===== src/rtl/desat_pkg.sv =====
package desat_pkg;
  // Width needed to hold values 0..n
  function automatic int cnt_w(input int n);
    return (n < 1) ? 1 : $clog2(n + 1);
  endfunction
endpackage


===== src/rtl/desat_qual.sv =====
module desat_qual
  import desat_pkg::*;
#(
  parameter int BLANK_CYC = 45,
  parameter int FILT_CYC  = 32
) (
  input  logic clk,
  input  logic rst,
  input  logic hold,
  input  logic drive_req,
  input  logic desat_hit,
  output logic confirm
);
  localparam int BW = cnt_w(BLANK_CYC);
  localparam int FW = cnt_w(FILT_CYC);

  logic [BW-1:0] on_cnt;
  logic [FW-1:0] filt_cnt;
  logic          armed;

  assign armed = (on_cnt == BW'(BLANK_CYC));

  // Blanking: counts request-high samples, restarts whenever request drops
  always_ff @(posedge clk) begin
    if (rst || hold || !drive_req) on_cnt <= '0;
    else if (!armed)               on_cnt <= on_cnt + 1'b1;
  end

  // Qualification: consecutive armed, high comparator samples
  always_ff @(posedge clk) begin
    if (rst || hold || !armed || !desat_hit) filt_cnt <= '0;
    else if (filt_cnt != FW'(FILT_CYC - 1))  filt_cnt <= filt_cnt + 1'b1;
  end

  assign confirm = !hold && armed && desat_hit && (filt_cnt == FW'(FILT_CYC - 1));
endmodule


===== src/rtl/desat_timer.sv =====
module desat_timer
  import desat_pkg::*;
#(
  parameter int LEN = 16
) (
  input  logic clk,
  input  logic rst,
  input  logic start,
  output logic busy,
  output logic last
);
  localparam int W = cnt_w(LEN);
  logic [W-1:0] cnt;

  always_ff @(posedge clk) begin
    if (rst)           cnt <= '0;
    else if (start)    cnt <= W'(LEN);
    else if (cnt != 0) cnt <= cnt - 1'b1;
  end

  assign busy = (cnt != 0);
  assign last = (cnt == W'(1));
endmodule


===== src/rtl/desat_clr_width.sv =====
module desat_clr_width
  import desat_pkg::*;
#(
  parameter int RST_MIN_CYC = 80
) (
  input  logic clk,
  input  logic rst,
  input  logic lvl_n,
  output logic release_ok
);
  localparam int W = cnt_w(RST_MIN_CYC);
  logic [W-1:0] low_cnt;

  always_ff @(posedge clk) begin
    if (rst || lvl_n)                   low_cnt <= '0;
    else if (low_cnt != W'(RST_MIN_CYC)) low_cnt <= low_cnt + 1'b1;
  end

  // Rising sample after a long enough low run
  assign release_ok = lvl_n && (low_cnt == W'(RST_MIN_CYC));
endmodule


===== src/rtl/desat_sequencer.sv =====
module desat_sequencer
  import desat_pkg::*;
#(
  parameter int BLANK_CYC   = 45,
  parameter int FILT_CYC    = 32,
  parameter int STO_CYC     = 260,
  parameter int FLT_DLY_CYC = 45,
  parameter int MUTE_CYC    = 500000,
  parameter int RST_MIN_CYC = 80
) (
  input  logic clk,
  input  logic rst,
  input  logic drive_req,
  input  logic desat_hit,
  input  logic flt_rst_n,
  output logic gate_on,
  output logic soft_off,
  output logic fault_n,
  output logic mute
);
  logic fault_lat;
  logic confirm;
  logic clr_ok;
  logic clr;
  logic sto_busy, sto_last;
  logic dly_busy, dly_last;
  logic mute_busy, mute_last;

  desat_qual #(.BLANK_CYC(BLANK_CYC), .FILT_CYC(FILT_CYC)) u_qual (
    .clk(clk), .rst(rst), .hold(fault_lat),
    .drive_req(drive_req), .desat_hit(desat_hit), .confirm(confirm)
  );

  desat_timer #(.LEN(STO_CYC)) u_sto (
    .clk(clk), .rst(rst), .start(confirm), .busy(sto_busy), .last(sto_last)
  );

  desat_timer #(.LEN(FLT_DLY_CYC)) u_dly (
    .clk(clk), .rst(rst), .start(confirm), .busy(dly_busy), .last(dly_last)
  );

  desat_timer #(.LEN(MUTE_CYC)) u_mute (
    .clk(clk), .rst(rst), .start(confirm), .busy(mute_busy), .last(mute_last)
  );

  desat_clr_width #(.RST_MIN_CYC(RST_MIN_CYC)) u_clr (
    .clk(clk), .rst(rst), .lvl_n(flt_rst_n), .release_ok(clr_ok)
  );

  assign clr = fault_lat && clr_ok && !mute_busy;

  always_ff @(posedge clk) begin
    if (rst) begin
      fault_lat <= 1'b0;
      fault_n   <= 1'b1;
      gate_on   <= 1'b0;
    end else begin
      gate_on <= drive_req && !fault_lat && !confirm;
      if (confirm)  fault_lat <= 1'b1;
      else if (clr) fault_lat <= 1'b0;
      if (clr)           fault_n <= 1'b1;
      else if (dly_last) fault_n <= 1'b0;
    end
  end

  assign soft_off = sto_busy;
  assign mute     = mute_busy;
endmodule


===== config.mk =====
export PLATFORM = sky130hd
export DESIGN_NAME = desat_sequencer
export DESIGN_NICKNAME = d
export VERILOG_FILES = /design/src/rtl/desat_pkg.sv /design/src/rtl/desat_qual.sv /design/src/rtl/desat_timer.sv /design/src/rtl/desat_clr_width.sv /design/src/rtl/desat_sequencer.sv
export SDC_FILE = /design/constraint.sdc
export NUM_CORES = 1
export LEC_CHECK = 0
export BUFFER_PORTS_ARGS = -buffer_cell sky130_fd_sc_hd__buf_2
export CORE_MARGIN = 1.5
export CORE_UTILIZATION = 45
export CTS_BUF_LIST = sky130_fd_sc_hd__clkbuf_8
export DETAILED_ROUTE_END_ITERATION = 6
export GPL_TIMING_DRIVEN = 0
export PLACE_DENSITY_LB_ADDON = 0.15
export SLEW_MARGIN = 20
export SYNTH_ARGS = -nofsm -noshare
export SYNTH_HDL_FRONTEND = slang
export SYNTH_HIERARCHICAL = 1
export SYNTH_SLANG_ARGS = --single-unit

===== constraint.sdc =====
create_clock -name clk -period 5.94 [get_ports clk]
set_input_delay 0.297 -clock clk [delete_from_list [all_inputs] [get_ports clk]]
set_output_delay 0.297 -clock clk [all_outputs]
set_load 0.05 [all_outputs]

==> results of run 1 <==
==> metal layers <==
metal,vias up,GRT usage [%]
li1,1298,-
met1,1178,24.15
met2,28,27.42
met3,4,3.363
met4,0,3.577
met5,-,0
==> report_power, final <==
| part | switching, mW | internal (mW) | leakage, nW | total [mW] |
|---|---|---|---|---|
| sequential | 0.124 | 0.478 | 0.458 | 0.602 |
| combinational | 0.496 | 0.342 | 0.602 | 0.837 |
| clock | 0.122 | 0.124 | 0.0593 | 0.246 |
| total | 0.742 | 0.944 | 1.12 | 1.69 |
==> flip-flops by register name, indices dropped and copies added, names as in the netlist <==
| name | flops |
|---|---|
| u_mute/cnt | 19 |
| u_sto/cnt | 9 |
| u_clr/low_cnt | 7 |
| u_dly/cnt | 6 |
| u_qual/filt_cnt | 6 |
| u_qual/on_cnt | 6 |
| fault_lat | 1 |
| fault_n | 1 |
| gate_on | 1 |
==> placed cells by master (no fill, tap or decap), types with 3 or more instances in the layout <==
cell type / instances
buf_2: 9
xor2_1: 7
o41ai_1: 3
or3_1: 9
clkbuf_1: 7
nand2b_1: 7
nand2_1: 19
a211oi_1: 4
nand4_1: 4
inv_1: 19
or4_4: 4
nor2_1: 20
nand4b_1: 3
mux2i_1: 3
o211ai_1: 4
xnor2_1: 4
or2_2: 3
ha_1: 11
nor4_1: 9
a21oi_1: 30
nand3_1: 13
clkbuf_8: 5
nor3_1: 15
o31ai_1: 9
nor4b_1: 3
dfxtp_1: 56
or4_1: 5
o21ai_0: 13
nor3b_1: 7
==> critical path, cell delays in order (launching register included) <==
cell      delay, ns
dfxtp_1        0.41
ha_1           0.27
and4_2         0.29
nand2_1        0.12
nor3_2         0.63
clkbuf_1       0.37
or2_2          0.18
clkbuf_1       0.31
nor2_1         0.06
mux2_2         0.27
==> final timing paths <==
| check | start | to | slack (ns) | cells after the start |
|---|---|---|---|---|
| max | u_qual/filt_cnt[0]$_SDFFE_PP0P_ | u_mute/cnt[0]$_SDFFE_PP0P_ | 2.92 | 9 |
| min | flt_rst_n | u_clr/low_cnt[4]$_SDFFE_PP0P_ | 0.20 | 2 |
| max reg2reg | u_qual/filt_cnt[0]$_SDFFE_PP0P_ | u_mute/cnt[0]$_SDFFE_PP0P_ | 2.92 | 9 |
| min reg2reg | u_sto/cnt[7]$_SDFFE_PP0P_ | u_sto/cnt[7]$_SDFFE_PP0P_ | 0.48 | 2 |
==> per-stage QoR <==
stage	hold WS, ns	setup slack, ns	utilization (%)
floorplan	0.3661	3.284	-
global placement	0.4576	2.554	48.73
detailed placement	0.4642	2.926	48.81
CTS	0.1940	2.903	50.50
global route	0.2106	2.643	50.50
finish	0.2044	2.921	50.50
==> layout make-up <==
class / instances / area [um^2]
plain buffers: 9 / 42.54
clock buffers: 5 / 68.82
clock inverters: 3 / 38.79
fillers: 620 / 3143
inverters: 18 / 67.56
multi-input cells: 255 / 1732
flip-flops and latches: 56 / 1121
well taps: 77 / 96.34
repair buffers: 8 / 40.04
==> metrics.yaml, run 1 <==
timing:
  finalCritPeriodShare_pct: 50.82
  setup_viol_count_final: 0
  tightest_slew_ns: 0.8013
  slew_headroom_pct: 46.29
  slew_viol_final: 0
  tns_ns: 0
  timing.fmax_mhz: 331.3
  rsz0062_at_grt: "false"
  min_period_ns: 3.019
  skew_ns: 0.004735
  hold_viol: 0
power_and_ir_drop:
  cellLeakagePower_nw: 1.119
  ir_drop_mv: 0.2593
  power-per-cell-area_nw_per_um2: 525.6
  power_mw: 1.686
yosys:
  syn_nets: 354
  synthCells: 338
  syn-cell-area_um2: 2958
  yosysWarnings: 6
  synth.avg_cell_area_um2: 8.751
routing:
  wl_mm: 5.875
  drcViolationCount: 0
  routed-via-count: 2508
  wl_per_cell_um: 13.63
  top_layer_used: "met4"
  drt_iter0_drc: 83
  wl_met1_mm: 3.064
  met2WireLength_mm: 2.618
  antenna_left: 0
  viasPerCell: 5.819
  wl_met3_um: 151
  dr.pass1.iters: 4
floorplanning:
  io_pins: 9
  fp.dieH_um: 84.08
  rows: 29
  start_util_pct: 46.58
  dieArea_um2: 7069
  coreArea_um2: 6350
  dieWidth_um: 84.08
clock_network:
  clk_path_buf_depth: 2
  clock-root-buffer: "clkbuf_8"
  hold_buffers: 0
  cts-buffers-inserted: 5
  worstSkewPairLatency_ns: 0.30
  cts_tree: "yes"
  h-tree-depth: 2
  clk_pin_slew_worst_paths_ns: 0.10
  post_cts_buffers: 0
  cts_num_sinks: 56
  cts_resized: 0
global_routing:
  grt_pass1_vias: 2232
  grt_pass1_wl_mm: 10.16
  overflow: 0
  grt_max_degree: 21
  grt.total_usage_pct: 17.19
  antenna_found_initial: 0
place:
  port_buffers: 8
  placed_area_um2: 3099
  placedCellCount: 423
  gp_congestion: 0.8370
  dp_hpwl_mm: 4.179
min_path:
  worst_hold_path_type: "in2reg"
setup_path:
  crit_required_ns: 6.14
  endpoint_kind: "register"
  cp_max_fo: 13
  worstSetupPathType: "reg2reg"
  arrival_ns: 3.22
  cp-start-kind: "register"
run:
  drv_cap: 0
status:
  status: "complete, no violations"
cells_and_area:
  area_delta_synth_final_pct: 8.418
  nNetsFinal: 369
  drive_gt1_share_pct: 11.58
  antenna_cells: 0
  instances_no_fill: 431
  stdcell_area_um2: 3207
(Power assumes the default switching activity.)
==> run 2, diff against run 1 <==
- ABC_AREA: default -> 1
- clock period: 5.94 -> 3.1 ns (I/O delays scaled with it)
==> run 2 against run 1 <==
Compared with the run above:
- combinational power up 110%
- critical path type unchanged
- power is 89% higher
- sequential share of layout area shrank 2.2 points
- maximum frequency rose by 17%
- clock power is 64% higher
- worst hold slack worse by 0.13 ns
- sequential power up 76%
- count of clock-buffer cells in the layout unchanged
- cell count rose by 28%
- utilization is 0.097 points lower
==> metrics.yaml, run 2 <==
status:
  status: "complete, no violations"  # unchanged
clock_network:
  clk_path_buf_depth: 2  # unchanged
  cts_resized: 0  # unchanged
  post_cts_buffers: 0  # unchanged
  h-tree-depth: 2  # unchanged
  clk_pin_slew_worst_paths_ns: 0.10  # about the same
  cts-buffers-inserted: 5  # unchanged
  hold_buffers: 0  # unchanged
  cts_tree: "yes"  # unchanged
  worstSkewPairLatency_ns: 0.31  # was 0.30 ns
  clock-root-buffer: "clkbuf_8"  # unchanged
  cts_num_sinks: 56  # unchanged
floorplanning:
  start_util_pct: 46.69  # was 46.58%
  dieArea_um2: 7561  # was 7069 um^2
  io_pins: 9  # unchanged
  dieWidth_um: 86.96  # was 84.08 um
  fp.dieH_um: 86.96  # was 84.08 um
  rows: 30  # was 29
  coreArea_um2: 6794  # was 6350 um^2
timing:
  skew_ns: 0.007413  # was 0.004735 ns
  layout_setup_ws_ns: 0.5157  # was 2.921 ns
  min_period_ns: 2.584  # was 3.019 ns
  setup_viol_count_final: 0  # unchanged
  rsz0062_at_grt: "false"  # unchanged
  timing.fmax_mhz: 387.0  # was 331.3 MHz
  tns_ns: 0  # unchanged
  hold_viol: 0  # unchanged
  tightest_slew_ns: 0.6570  # was 0.8013 ns
  slew_headroom_pct: 55.96  # was 46.29%
  slew_viol_final: 0  # unchanged
  holdWs_ns: 0.06944  # was 0.2044 ns
  finalCritPeriodShare_pct: 83.36  # was 50.82%
global_routing:
  antenna_found_initial: 0  # unchanged
  grt_pass1_vias: 2302  # was 2232
  grt_max_degree: 18  # was 21
  grt.total_usage_pct: 16.61  # was 17.19%
  grt_pass1_wl_mm: 10.23  # was 10.16 mm
  overflow: 0  # unchanged
setup_path:
  crit_required_ns: 3.28  # was 6.14 ns
  arrival_ns: 2.76  # was 3.22 ns
  critPathSlowestCell: "nor3_2"  # unchanged
  cp-start-kind: "register"  # unchanged
  worstSetupPathType: "reg2reg"  # unchanged
  cp_max_fo: 10  # was 13
  max_stage_delay_ns: 0.56  # was 0.63 ns
  path_cells: "ha_1 > nand3_2 > nor2_1 > inv_1 > nor3_2 > nor2_1 > inv_1 > clkbuf_1 > nor3_1"  # was ha_1 > and4_2 > nand2_1 > nor3_2 > clkbuf_1 > or2_2 > clkbuf_1 > nor2_1 > mux2_2
  worst_r2r_path_depth: 9  # unchanged
  endpoint_kind: "register"  # unchanged
power_and_ir_drop:
  power_mw: 3.194  # was 1.686 mW
  cellLeakagePower_nw: 1.467  # was 1.119 nW
  intPower_mw: 1.687  # was 0.9440 mW
  power-per-cell-area_nw_per_um2: 932.6  # was 525.6 nW/um^2
  combPwrFrac_pct: 54.2  # was 49.7%
  ir_drop_mv: 0.3928  # was 0.2593 mV
  p_sw_share_pct: 47.16  # was 44.00%
  power.switching_mw: 1.506  # was 0.7416 mW
  pwr-share-seq_pct: 33.2  # was 35.7%
  clockPowerShare_pct: 12.6  # was 14.6%
routing:
  viasPerCell: 4.695  # was 5.819
  wl_per_cell_um: 10.46  # was 13.63 um
  drt_iter0_drc: 123  # was 83
  drcViolationCount: 0  # unchanged
  dr.pass1.iters: 4  # unchanged
  wl_mm: 5.755  # was 5.875 mm
  routed-via-count: 2582  # was 2508
  antenna_left: 0  # unchanged
place:
  gp_congestion: 0.8569  # was 0.8370
  port_buffers: 8  # unchanged
  pre_cts_slack_ns: 0.1170  # was 2.926 ns
  dp_hpwl_mm: 4.434  # was 4.179 mm
cells_and_area:
  largest_reg_flops: 19  # unchanged
  fill_cells: 676  # was 620
  nNetsFinal: 469  # was 369
  reg_top3: "u_mute/cnt (19), u_sto/cnt (9), u_clr/low_cnt (7)"  # unchanged
  area_delta_synth_final_pct: 7.968  # was 8.418%
  antenna_cells: 0  # unchanged
  regMostFlops: "u_mute/cnt"  # unchanged
  final_util_pct: 50.41  # was 50.50%
  final_cell_mix: "nand2_1, nor2_1, dfxtp_1"  # was dfxtp_1, a21oi_1, nor2_1
  final_common_cell: "nand2_1"  # was dfxtp_1
  drive_gt1_share_pct: 16.96  # was 11.58%
yosys:
  synthCells: 438  # was 338
  syn_nets: 454  # was 354
  syn-cell-area_um2: 3172  # was 2958 um^2
  synth.avg_cell_area_um2: 7.242  # was 8.751 um^2
  yosysWarnings: 6  # unchanged
run:
  drv_cap: 0  # unchanged
min_path:
  worst_hold_path_type: "in2reg"  # unchanged
  hold_depth: 3  # was 2
-- run 2: changes by cell type in the layout (fill, tap and decap cells not counted), moves of 7 or more --
cell / before / now
or3_1: 9 / 0
nand2_2: 0 / 7
nand2_1: 19 / 87
nor2_2: 1 / 16
o31ai_1: 9 / 0
nand3_1: 13 / 30
nor2_1: 20 / 73
nor3_1: 15 / 5
inv_1: 19 / 51
a21oi_1: 30 / 22
nand2b_1: 7 / 0
nor3b_1: 7 / 0
nor4_1: 9 / 0
-- run 2: power groups by stage --
| stage | sequential (mW) | clock, mW | combinational (mW) |
|---|---|---|---|
| after floorplan | 1.06 | 0 | 1.44 |
| after global placement | 1.07 | 0 | 1.71 |
| after detailed placement | 1.07 | 0 | 1.73 |
| after CTS | 1.06 | 0.422 | 1.74 |
| after global routing | 1.08 | 0.448 | 1.96 |
| final | 1.06 | 0.403 | 1.73 |
-- run 2: critical path: cells and delay by family (launching register included) --
family	cells	cell delay, ns
adders and majority gates	1	0.21
and+or+nand+nor	5	1.20
DFF	1	0.40
buffers and inverters	3	0.62
-- run 2: area by class of cell --
| type | instances | area, um^2 | area share [%] |
|---|---|---|---|
| Clock inverter | 3 | 18.77 | 0.5480 |
| Inverter | 54 | 205.2 | 5.992 |
| Clock buffer | 5 | 68.82 | 2.010 |
| Tap cell | 96 | 120.1 | 3.507 |
| Timing Repair Buffer | 8 | 40.04 | 1.169 |
| Sequential cell | 56 | 1121 | 32.74 |
| Multi-Input combinational cell | 325 | 1831 | 53.45 |
| Buffer | 3 | 20.02 | 0.5846 |
-- run 2: layer usage --
metal	vias to the layer above	track usage, %	wire [um]
met4	0	3.519	44
met1	1139	22.48	2934
met5	-	0	0
met2	19	27.55	2663
met3	4	3.128	112
li1	1420	-	-
-- run 2: final timing paths --
kind / start / to / slack, ns
worst max-delay path: u_qual/filt_cnt[0]$_SDFFE_PP0P_ / u_mute/cnt[7]$_SDFFE_PP0P_ / 0.52
worst min-delay path: drive_req / gate_on$_SDFF_PP0_ / 0.07
worst max register to register: u_qual/filt_cnt[0]$_SDFFE_PP0P_ / u_mute/cnt[7]$_SDFFE_PP0P_ / 0.52
worst min register to register: fault_n$_SDFFE_PP1P_ / fault_n$_SDFFE_PP1P_ / 0.49
-- run 2: through the flow --
step                      instances  instance area, um^2
after CTS                       550                 3420
after floorplan                 438                 3172
after global placement          542                 3332
after global routing            550                 3425
after detailed placement        542                 3332
final                           550                 3425
